===== src/rtl/dma_err_pkg.sv =====
package dma_err_pkg;

  typedef enum logic [2:0] {
    ERR_NONE  = 3'd0,
    ERR_ILLWR = 3'd1,
    ERR_ALIGN = 3'd2,
    ERR_MEM   = 3'd3,
    ERR_TOV   = 3'd4,
    ERR_BW    = 3'd5,
    ERR_CFG   = 3'd6
  } err_code_e;

  // fault vector index = priority (0 highest)
  localparam int unsigned F_MEM     = 0;
  localparam int unsigned F_ALIGN   = 1;
  localparam int unsigned F_CFG     = 2;
  localparam int unsigned F_ILLWR   = 3;
  localparam int unsigned F_TOV     = 4;
  localparam int unsigned F_BW      = 5;
  localparam int unsigned NUM_FAULT = 6;

  // register word addresses
  localparam int unsigned RA_STAT  = 5;
  localparam int unsigned RA_BWLIM = 6;
  localparam int unsigned RA_BWCNT = 7;
  localparam int unsigned RA_LAST  = 9;
  localparam int unsigned STAT_CLR_BIT = 0;

  function automatic err_code_e fault_code(input int unsigned idx);
    case (idx)
      F_MEM:   return ERR_MEM;
      F_ALIGN: return ERR_ALIGN;
      F_CFG:   return ERR_CFG;
      F_ILLWR: return ERR_ILLWR;
      F_TOV:   return ERR_TOV;
      F_BW:    return ERR_BW;
      default: return ERR_NONE;
    endcase
  endfunction

endpackage


===== src/rtl/dma_err_regchk.sv =====
module dma_err_regchk
  import dma_err_pkg::*;
#(
  parameter int unsigned RAW = 4,
  parameter int unsigned DW  = 32
) (
  input  logic           clk_i,
  input  logic           rst_ni,
  input  logic           reg_wr_i,
  input  logic [RAW-1:0] reg_addr_i,
  input  logic [DW-1:0]  reg_wdata_i,
  input  logic           reg_ro_i,
  input  logic           ch_en_i,
  input  logic           ch_run_i,
  output logic           wr_block_o,
  output logic           bus_err_o,
  output logic           illwr_o,
  output logic           clr_o
);

  localparam logic [RAW-1:0] A_STAT  = RAW'(RA_STAT);
  localparam logic [RAW-1:0] A_BWLIM = RAW'(RA_BWLIM);
  localparam logic [RAW-1:0] A_BWCNT = RAW'(RA_BWCNT);
  localparam logic [RAW-1:0] A_LAST  = RAW'(RA_LAST);

  logic mapped, exempt, wr_ok, busy;

  always_comb begin
    mapped = (reg_addr_i <= A_LAST);
    exempt = (reg_addr_i == A_STAT) || (reg_addr_i == A_BWLIM) ||
             (reg_addr_i == A_BWCNT);
    busy   = ch_en_i && ch_run_i;
    wr_ok  = reg_wr_i && mapped && !reg_ro_i;
    bus_err_o  = reg_wr_i && (!mapped || reg_ro_i);
    illwr_o    = wr_ok && busy && !exempt;
    wr_block_o = illwr_o;
    clr_o      = wr_ok && (reg_addr_i == A_STAT) && reg_wdata_i[STAT_CLR_BIT];
  end

  AST_EXEMPT_PASS: assert property (@(posedge clk_i) disable iff (!rst_ni)
    (reg_wr_i && (reg_addr_i == A_STAT || reg_addr_i == A_BWLIM || reg_addr_i == A_BWCNT))
      |-> !wr_block_o);
  AST_BLOCK_NEEDS_RUN: assert property (@(posedge clk_i) disable iff (!rst_ni)
    wr_block_o |-> (ch_en_i && ch_run_i));
  AST_BUSERR_NOT_ILL: assert property (@(posedge clk_i) disable iff (!rst_ni)
    bus_err_o |-> !illwr_o && !clr_o);

endmodule


===== src/rtl/dma_err_align.sv =====
module dma_err_align #(
  parameter int unsigned AW       = 32,
  parameter int unsigned SW       = 3,
  parameter int unsigned SIZE_MAX = 5,
  parameter int unsigned DSC_LOG  = 2
) (
  input  logic          dsc_fetch_i,
  input  logic [AW-1:0] dsc_addr_i,
  input  logic          xfer_start_i,
  input  logic [AW-1:0] xfer_addr_i,
  input  logic [SW-1:0] msize_i,
  output logic          fault_o
);

  logic [SIZE_MAX-1:0] mask;
  logic [SW-1:0]       eff;
  logic                dsc_bad, xfer_bad;

  always_comb begin
    eff = (msize_i > SW'(SIZE_MAX)) ? SW'(SIZE_MAX) : msize_i;
  end

  for (genvar g = 0; g < SIZE_MAX; g++) begin : g_mask
    assign mask[g] = (SW'(g) < eff);
  end

  always_comb begin
    dsc_bad  = dsc_fetch_i && (dsc_addr_i[DSC_LOG-1:0] != '0);
    xfer_bad = xfer_start_i && ((xfer_addr_i[SIZE_MAX-1:0] & mask) != '0);
    fault_o  = dsc_bad || xfer_bad;
  end

endmodule


===== src/rtl/dma_err_seq.sv =====
module dma_err_seq #(
  parameter int unsigned PW = 3
) (
  input  logic          clk_i,
  input  logic          rst_ni,
  input  logic          trig_i,
  input  logic          tov_en_i,
  input  logic          wu_start_i,
  input  logic          wu_first_i,
  input  logic          rx_i,
  input  logic          sync_i,
  input  logic [PW-1:0] psize_i,
  output logic          tov_fault_o,
  output logic          cfg_fault_o
);

  logic          pend_q;
  logic [PW-1:0] psize_q;

  always_ff @(posedge clk_i or negedge rst_ni) begin
    if (!rst_ni) begin
      pend_q  <= 1'b0;
      psize_q <= '0;
    end else begin
      pend_q <= trig_i || (pend_q && !wu_start_i);
      if (wu_start_i) psize_q <= psize_i;
    end
  end

  always_comb begin
    tov_fault_o = tov_en_i && trig_i && pend_q && !wu_start_i;
    cfg_fault_o = wu_start_i && !wu_first_i && rx_i && sync_i && (psize_i != psize_q);
  end

  AST_TOV_GATED: assert property (@(posedge clk_i) disable iff (!rst_ni)
    !tov_en_i |-> !tov_fault_o);
  AST_TRIG_PENDS: assert property (@(posedge clk_i) disable iff (!rst_ni)
    trig_i |=> pend_q);
  AST_CFG_NOT_FIRST: assert property (@(posedge clk_i) disable iff (!rst_ni)
    wu_first_i |-> !cfg_fault_o);

endmodule


===== src/rtl/dma_err_latch.sv =====
module dma_err_latch
  import dma_err_pkg::*;
(
  input  logic                 clk_i,
  input  logic                 rst_ni,
  input  logic [NUM_FAULT-1:0] fault_i,
  input  logic                 clr_i,
  input  logic                 irq_en_i,
  output logic                 valid_o,
  output err_code_e            code_o,
  output logic                 halt_o,
  output logic                 irq_o
);

  err_code_e sel;
  logic      any, fatal, take;
  logic      valid_q, halt_q, irq_q;
  err_code_e code_q;

  always_comb begin
    sel = ERR_NONE;
    for (int i = NUM_FAULT - 1; i >= 0; i--) begin
      if (fault_i[i]) sel = fault_code(i);
    end
    any   = |fault_i;
    fatal = |(fault_i & ~(NUM_FAULT'(1) << F_BW));
    take  = any && (!valid_q || clr_i);
  end

  always_ff @(posedge clk_i or negedge rst_ni) begin
    if (!rst_ni) begin
      valid_q <= 1'b0;
      code_q  <= ERR_NONE;
      halt_q  <= 1'b0;
      irq_q   <= 1'b0;
    end else begin
      if (take) begin
        valid_q <= 1'b1;
        code_q  <= sel;
      end else if (clr_i) begin
        valid_q <= 1'b0;
        code_q  <= ERR_NONE;
      end
      halt_q <= fatal;
      irq_q  <= take && irq_en_i;
    end
  end

  assign valid_o = valid_q;
  assign code_o  = code_q;
  assign halt_o  = halt_q;
  assign irq_o   = irq_q;

  AST_STICKY_HOLD: assert property (@(posedge clk_i) disable iff (!rst_ni)
    (valid_q && !clr_i) |=> (valid_q && $stable(code_q)));
  AST_BW_NO_HALT: assert property (@(posedge clk_i) disable iff (!rst_ni)
    (fault_i == (NUM_FAULT'(1) << F_BW)) |=> !halt_q);
  AST_HALT_WITH_VALID: assert property (@(posedge clk_i) disable iff (!rst_ni)
    halt_q |-> valid_q);
  AST_IRQ_WITH_VALID: assert property (@(posedge clk_i) disable iff (!rst_ni)
    irq_q |-> valid_q);
  AST_NONE_WHEN_IDLE: assert property (@(posedge clk_i) disable iff (!rst_ni)
    !valid_q |-> (code_q == ERR_NONE));

endmodule


===== src/rtl/dma_err_unit.sv =====
module dma_err_unit
  import dma_err_pkg::*;
#(
  parameter int unsigned AW  = 32,
  parameter int unsigned RAW = 4,
  parameter int unsigned DW  = 32,
  parameter int unsigned SW  = 3,
  parameter int unsigned PW  = 3
) (
  input  logic           clk_i,
  input  logic           rst_ni,
  input  logic           reg_wr_i,
  input  logic [RAW-1:0] reg_addr_i,
  input  logic [DW-1:0]  reg_wdata_i,
  input  logic           reg_ro_i,
  input  logic           ch_en_i,
  input  logic           ch_run_i,
  input  logic           dsc_fetch_i,
  input  logic [AW-1:0]  dsc_addr_i,
  input  logic           xfer_start_i,
  input  logic [AW-1:0]  xfer_addr_i,
  input  logic [SW-1:0]  msize_i,
  input  logic           mem_err_i,
  input  logic           trig_i,
  input  logic           tov_en_i,
  input  logic           wu_start_i,
  input  logic           wu_first_i,
  input  logic           rx_i,
  input  logic           sync_i,
  input  logic [PW-1:0]  psize_i,
  input  logic           bw_expire_i,
  input  logic           irq_en_i,
  output logic           wr_block_o,
  output logic           bus_err_o,
  output logic           err_valid_o,
  output logic [2:0]     err_code_o,
  output logic           halt_o,
  output logic           irq_o
);

  logic                 illwr, clr, align_f, tov_f, cfg_f;
  logic [NUM_FAULT-1:0] fault;
  err_code_e            code;

  dma_err_regchk #(.RAW(RAW), .DW(DW)) u_regchk (
    .clk_i, .rst_ni, .reg_wr_i, .reg_addr_i, .reg_wdata_i, .reg_ro_i,
    .ch_en_i, .ch_run_i, .wr_block_o, .bus_err_o,
    .illwr_o(illwr), .clr_o(clr)
  );

  dma_err_align #(.AW(AW), .SW(SW)) u_align (
    .dsc_fetch_i, .dsc_addr_i, .xfer_start_i, .xfer_addr_i, .msize_i,
    .fault_o(align_f)
  );

  dma_err_seq #(.PW(PW)) u_seq (
    .clk_i, .rst_ni, .trig_i, .tov_en_i, .wu_start_i, .wu_first_i,
    .rx_i, .sync_i, .psize_i,
    .tov_fault_o(tov_f), .cfg_fault_o(cfg_f)
  );

  always_comb begin
    fault          = '0;
    fault[F_MEM]   = mem_err_i;
    fault[F_ALIGN] = align_f;
    fault[F_CFG]   = cfg_f;
    fault[F_ILLWR] = illwr;
    fault[F_TOV]   = tov_f;
    fault[F_BW]    = bw_expire_i;
  end

  dma_err_latch u_latch (
    .clk_i, .rst_ni, .fault_i(fault), .clr_i(clr), .irq_en_i,
    .valid_o(err_valid_o), .code_o(code), .halt_o, .irq_o
  );

  assign err_code_o = code;

  AST_MEM_LATCHES: assert property (@(posedge clk_i) disable iff (!rst_ni)
    (mem_err_i && (!err_valid_o || clr)) |=> (err_code_o == 3'd3));
  AST_MEM_HALTS: assert property (@(posedge clk_i) disable iff (!rst_ni)
    mem_err_i |=> halt_o);
  AST_BUSERR_NO_CODE: assert property (@(posedge clk_i) disable iff (!rst_ni)
    (bus_err_o && !err_valid_o && !(|fault)) |=> !err_valid_o);

endmodule


===== config.mk =====
export PLATFORM = sky130hd
export DESIGN_NAME = dma_err_unit
export DESIGN_NICKNAME = d
export VERILOG_FILES = /design/src/rtl/dma_err_pkg.sv /design/src/rtl/dma_err_regchk.sv /design/src/rtl/dma_err_align.sv /design/src/rtl/dma_err_seq.sv /design/src/rtl/dma_err_latch.sv /design/src/rtl/dma_err_unit.sv
export SDC_FILE = /design/constraint.sdc
export NUM_CORES = 1
export LEC_CHECK = 0
export BUFFER_PORTS_ARGS = -buffer_cell sky130_fd_sc_hd__buf_2
export CORE_MARGIN = 10
export CORE_UTILIZATION = 23
export DETAILED_ROUTE_END_ITERATION = 12
export PLACE_DENSITY_LB_ADDON = 0.05
export SETUP_SLACK_MARGIN = 0.3
export SLEW_MARGIN = 20
export SYNTH_ARGS = -nofsm -noshare
export SYNTH_HDL_FRONTEND = slang
export SYNTH_SLANG_ARGS = --single-unit

===== constraint.sdc =====
create_clock -name clk_i -period 2 [get_ports clk_i]
set_input_delay 0.3 -clock clk_i [delete_from_list [all_inputs] [get_ports clk_i]]
set_output_delay 0.3 -clock clk_i [all_outputs]
set_load 0.005 [all_outputs]

==> results.toml, run 1 <==
[clocking]
cts_resized = 0
cts_root_buf = "clkbuf_4"
worstSkewPairLatency_ns = 0.27
clk_pin_slew_worst_paths_ns = 0.07
cts.htree.levels = 1
clkSinkCount = 10
clockBufferDepth = 2
cts_buffers = 3
cts_tree = "built"

[die]
ios = 131
die_y_um = 71.7
die_area_mm2 = 0.00515
rows = 18
initial_utilization_pct = 24.4
core_area_mm2 = 0.00252
dieWidth_um = 71.7

[place]
place_congestion = 0.743
hpwl_um = 1690
port_buffers = 42

[timing]
fin_crit_ns = 1.58
hold_viol_final = 0
setup_viol = 0
finalCritPeriodShare_pct = 79.1
max_slew.worst_pin.slew_ns = 0.395
max_freq_mhz = 632
slew_headroom_pct = 73.5
slew_viol_final = 0
fin_skew_ns = 0.00483
rsz0062_at_grt = "no"
tns_ns = 0

[worst_setup_path]
reg2reg_to = "u_latch.code_o[0]"
worstPathRequired_ns = 2.16
r2r_cells = 5
worst_ep_arrival_time_ns = 1.74
reg2reg_from = "u_seq.psize_q[1]"
path_class = "reg2reg"
endpoint_kind = "flop"
path_max_fanout = 3
reg2reg_slack_ns = 0.42
worst_setup_path_start_kind = "flop"

[routing]
wire_per_inst_um = 14.1
drt_iter0_markers = 16
vias_per_cell = 4.78
drt-pass1-iter-count = 4
vias = 655
routed_wl_um = 1930
drc = 0
drtAntennaViolNets = 0

[cells_and_area]
area_delta_synth_final_pct = 49.0
drive_above_1_share_pct = 53.3
insertedDiodeCount = 0
num-nets-final = 231
utilization_pct = 36.4

[power]
p_seq_share_pct = 42.5
vdd_drop_max_mv = 0.314
power_density_mw_per_mm2 = 595
p_comb_share_pct = 23.7
p_leak_nw = 0.431
p_int_w = 0.000403
clkPwrFrac_pct = 33.9
p_sw_w = 0.000143
switching_share_pct = 26.1

[logic_synthesis]
yosysWarnings = 0
syn_avg_cell_area_um2 = 10.4
synth.most_common_cell = "dfrtp_1"
async_flop_share_pct = 100
netlist-cell-type-count = 34
synth_area_leaders = "dfrtp_1, mux2_2, xnor2_1, nand2_1, nor4_4"
yosysSeqAreaShare_pct = 40.7
synth_edf_count = 0
synth.net_count = 182
synth-seq-cells = 10
synth_largest_area_cell = "dfrtp_1"
synth.top_cell.area_share_pct = 40.7
synth_ff_type = "dfrtp_1"
synth_commonest_cells = "dfrtp_1, nand2_1"
syn_area_um2 = 616
postSynthCellCount = 59

[global_routing]
first_global_vias = 698
antenna_found_initial = 0
grt_pass1_wl_um = 3190
gr-total-overflow = 0
grt_max_degree = 11
track_usage_pct = 7.62

[hold_path]
hp-start = "trig_i"
min_to = "u_seq.pend_q"
worstHoldPathCells = 2
hp-class = "in2reg"

[flow_run]
drv_cap = 0

[run_status]
status = "finished clean"
## worst max-delay path: stages, from the launching register on
cell	delay (ns)
dfrtp_1	0.39
xnor2_1	0.15
a31oi_2	0.29
a2111oi_1	0.09
or3_1	0.32
a32o_1	0.26
## timing repair
action	4_1_cts	5_1_grt
buffers inserted	0	0
hold endpoints to repair	10	0
hold buffers	1	0
## layout make-up
type	instances	area, µm²
fillers	272	1610
multi-input cells	47	358
flip-flops and latches	10	250
repair buffers	44	228
well taps	30	37.5
clock buffers	4	36.3
inverters	2	7.51
## logic make-up after synthesis
kind of cell | after synthesis | share of synthesized area, %
AOI/OAI and AO/OA | 19 | 24.6
xor gates and xnor gates | 3 | 4.27
buffers and inverters | 2 | 1.22
DFF | 10 | 40.7
muxes | 3 | 5.49
and+or+nand+nor | 22 | 23.8
## power by group through the flow
stage	combinational, W	sequential (W)	clock, W
4_1_cts	0.000133	0.000232	0.000190
2_1_floorplan	0.0000577	0.000237	0
3_5_place_dp	0.000131	0.000236	0
5_1_grt	0.000147	0.000234	0.000202
3_3_place_gp	0.000129	0.000236	0
6_report	0.000129	0.000232	0.000185
## state kept, by name (all words and copies together) (netlist names)
signal           flops
u_latch.valid_o      1
u_seq.psize_q        3
u_latch.code_o       3
u_seq.pend_q         1
u_latch.irq_o        1
u_latch.halt_o       1
## through the flow
stage | setup slack [ns] | cells | area (µm²) | power, W | hold slack [ns]
CTS | 0.393 | 137 | 917 | 0.000555 | 0.218
finish | 0.418 | 137 | 917 | 0.000546 | 0.225
global route | 0.303 | 137 | 917 | 0.000584 | 0.216
global placement | 0.267 | 132 | 871 | 0.000365 | 0.184
detailed placement | 0.291 | 132 | 871 | 0.000367 | 0.183
floorplan | 0.464 | 59 | 616 | 0.000294 | 0.00441
## worst max path at each step
stage	from	to	slack [ns]	cells after the start
6_report	u_seq.psize_q[1]	u_latch.code_o[0]	0.42	5
5_1_grt	u_seq.psize_q[1]	u_latch.code_o[0]	0.30	5
4_1_cts	u_seq.psize_q[1]	u_latch.code_o[0]	0.39	5
3_5_place_dp	xfer_addr_i[0]	u_latch.code_o[0]	0.29	6
3_3_place_gp	xfer_addr_i[0]	u_latch.code_o[0]	0.27	6
2_1_floorplan	xfer_addr_i[0]	u_latch.code_o[0]	0.46	5
## routing by layer
| layer | vias to the layer above | GRT usage, % | wire length [µm] |
|---|---|---|---|
| met2 | 35 | 11.1 | 747 |
| met1 | 291 | 8.48 | 869 |
| met4 | 0 | 3.23 | 26 |
| met5 | - | 0 | 0 |
| li1 | 325 | - | - |
| met3 | 4 | 5.10 | 285 |
## cell usage in the layout (no fill, tap or decap), types with 2 or more instances in the layout
| master | netlist | final |
|---|---|---|
| dfrtp_1 | 10 | 10 |
| a21oi_1 | 3 | 3 |
| buf_2 | 0 | 42 |
| clkbuf_4 | 0 | 3 |
| xnor2_1 | 3 | 3 |
| inv_1 | 2 | 2 |
| o21a_1 | 2 | 2 |
| nand2_1 | 6 | 6 |
| o21ai_0 | 3 | 3 |
| mux2_2 | 3 | 3 |
| nor2_1 | 2 | 2 |
No activity file was read; power rests on OpenSTA's default activity.
==> run 2, diff against run 1 <==
==> constraint.sdc (replaced) <==
create_clock -name clk_i -period 1.5 [get_ports clk_i]
set_input_delay 0.225 -clock clk_i [delete_from_list [all_inputs] [get_ports clk_i]]
set_output_delay 0.225 -clock clk_i [all_outputs]
set_load 0.005 [all_outputs]
==> run 2 against run 1 <==
Effect of this change: the flow now finishes with violations (setup timing); setup slack got worse by 0.46 ns; design area increased by 16%; register-to-register slack got worse by 0.46 ns; die area unchanged; first-iteration DRC count decreased by 19%; non-clock buffer count increased by 5; clock power increased by 35%; flip-flop and latch count unchanged; via count increased by 1.2%; fmax increased by 2.7%; clock-buffer cell count unchanged; power increased by 42%; critical path type unchanged; largest power group unchanged.
==> results.toml, run 2 (synthesis results as in run 1) <==
[die]
rows = 18
dieWidth_um = 71.7
initial_utilization_pct = 24.4
core_area_mm2 = 0.00252
die_y_um = 71.7
ios = 131
die_area_mm2 = 0.00515

[timing]
slew_viol_final = 0
setup_viol = 1
rsz0062_at_grt = "yes"
fin_skew_ns = 0.00662
max_slew.worst_pin.slew_ns = 0.379
finalCritPeriodShare_pct = 103
slew_headroom_pct = 74.6
whs_ns = 0.146
max_freq_mhz = 649
tns_ns = -0.0410
hold_viol_final = 0
fin_crit_ns = 1.54
finalWorstSetupSlack_ns = -0.0410

[worst_setup_path]
r2r_cells = 5
path_cells = "xnor2_2 > a31oi_4 > a2111oi_2 > or3_1 > a32o_1"
reg2reg_to = "u_latch.code_o[0]"
path_max_fanout = 3
worst_setup_path_start_kind = "flop"
endpoint_kind = "flop"
path_class = "reg2reg"
reg2reg_from = "u_seq.psize_q[0]"
reg2reg_slack_ns = -0.04
worstPathRequired_ns = 1.67
critPathMaxStageDelay_ns = 0.40
cp_slowest_cell = "dfrtp_1"
worst_ep_arrival_time_ns = 1.71

[power]
power_density_mw_per_mm2 = 726
vdd_drop_max_mv = 0.518
p_leak_nw = 0.489

[cells_and_area]
area_delta_synth_final_pct = 73.2
drive_above_1_share_pct = 65.2
num-nets-final = 236
layout_common_cells = "buf_2, dfrtp_1, nand2_1"
mostFrequentLayoutCell = "buf_2"
insertedDiodeCount = 0
utilization_pct = 42.3
fin_area_mm2 = 0.00107

[global_routing]
gr-total-overflow = 0
first_global_vias = 736
grt_pass1_wl_um = 3270
antenna_found_initial = 0
track_usage_pct = 7.74
grt_max_degree = 11

[hold_path]
hp-start = "trig_i"
min_to = "u_seq.pend_q"
worstHoldPathCells = 2
hp-class = "in2reg"

[place]
place_area_um2 = 915
place_congestion = 0.668
hpwl_um = 1740
port_buffers = 42

[routing]
drtAntennaViolNets = 0
drt_iter0_markers = 13
vias = 663
vias_per_cell = 4.67
routed_wl_um = 2010
drt-pass1-iter-count = 4
wire_per_inst_um = 14.2
drc = 0

[clocking]
cts_tree = "built"
cts.htree.levels = 1
cts_root_buf = "clkbuf_4"
clk_pin_slew_worst_paths_ns = 0.07
clockBufferDepth = 2
clkSinkCount = 10
cts_buffers = 3
worstSkewPairLatency_ns = 0.27

[flow_run]
drv_cap = 0

[run_status]
violations = "setup timing"
status = "complete, but fails checks"
## run 2: metrics by stage
step           power, W  setup WS, ns  instances
3_5_place_dp   0.000499        -0.157        136
4_1_cts        0.000783       -0.0606        142
6_report       0.000774       -0.0410        142
5_1_grt        0.000830        -0.101        142
2_1_floorplan  0.000397      -0.00520         59
3_3_place_gp   0.000496        -0.152        136
## run 2: per-layer routing
layer	GRT usage [%]	vias to the layer above	share of wire (%)
met5	0	-	0
met4	1.94	0	0.45
met3	5.51	2	12
met2	12.4	25	48
met1	8.05	302	39
li1	-	334	-
## run 2: worst max-delay path: cells and delay by family (launching register included)
| kind | cells | cell delay, ns |
|---|---|---|
| XOR/XNOR | 1 | 0.15 |
| flip-flops | 1 | 0.40 |
| AO/OA/AOI/OAI | 3 | 0.58 |
| AND/OR/NAND/NOR | 1 | 0.31 |
## run 2: what timing repair did
| action | CTS | global route |
|---|---|---|
| buffers inserted | 1 | 0 |
| hold buffers | 1 | 0 |
| endpoints found under the hold margin | 10 | 0 |
| endpoints found under the setup margin | 7 | 7 |
| pin swaps | 7 | 4 |
| resized for setup | 13 | 7 |
## run 2: layout make-up
class / instances / area, µm²
Clock buffer: 4 / 36.3
Inverter: 2 / 7.51
Fill cell: 271 / 1460
Sequential cell: 10 / 250
Multi-Input combinational cell: 47 / 439
Tap cell: 30 / 37.5
Timing Repair Buffer: 49 / 295
## run 2: power by group
| group | switching, W | internal (W) |
|---|---|---|
| logic | 0.0000937 | 0.000119 |
| clock network | 0.000102 | 0.000148 |
| registers | 0.0000154 | 0.000296 |
## run 2: worst max-delay path by stage
stage,from,cells after the start,endpoint
after global routing,u_seq.psize_q[0],5,u_latch.code_o[0]
after detailed placement,xfer_addr_i[0],6,u_latch.code_o[0]
final,u_seq.psize_q[0],5,u_latch.code_o[0]
after floorplan,u_seq.psize_q[0],5,u_latch.code_o[0]
after global placement,xfer_addr_i[0],6,u_latch.code_o[0]
after CTS,u_seq.psize_q[2],5,u_latch.code_o[0]
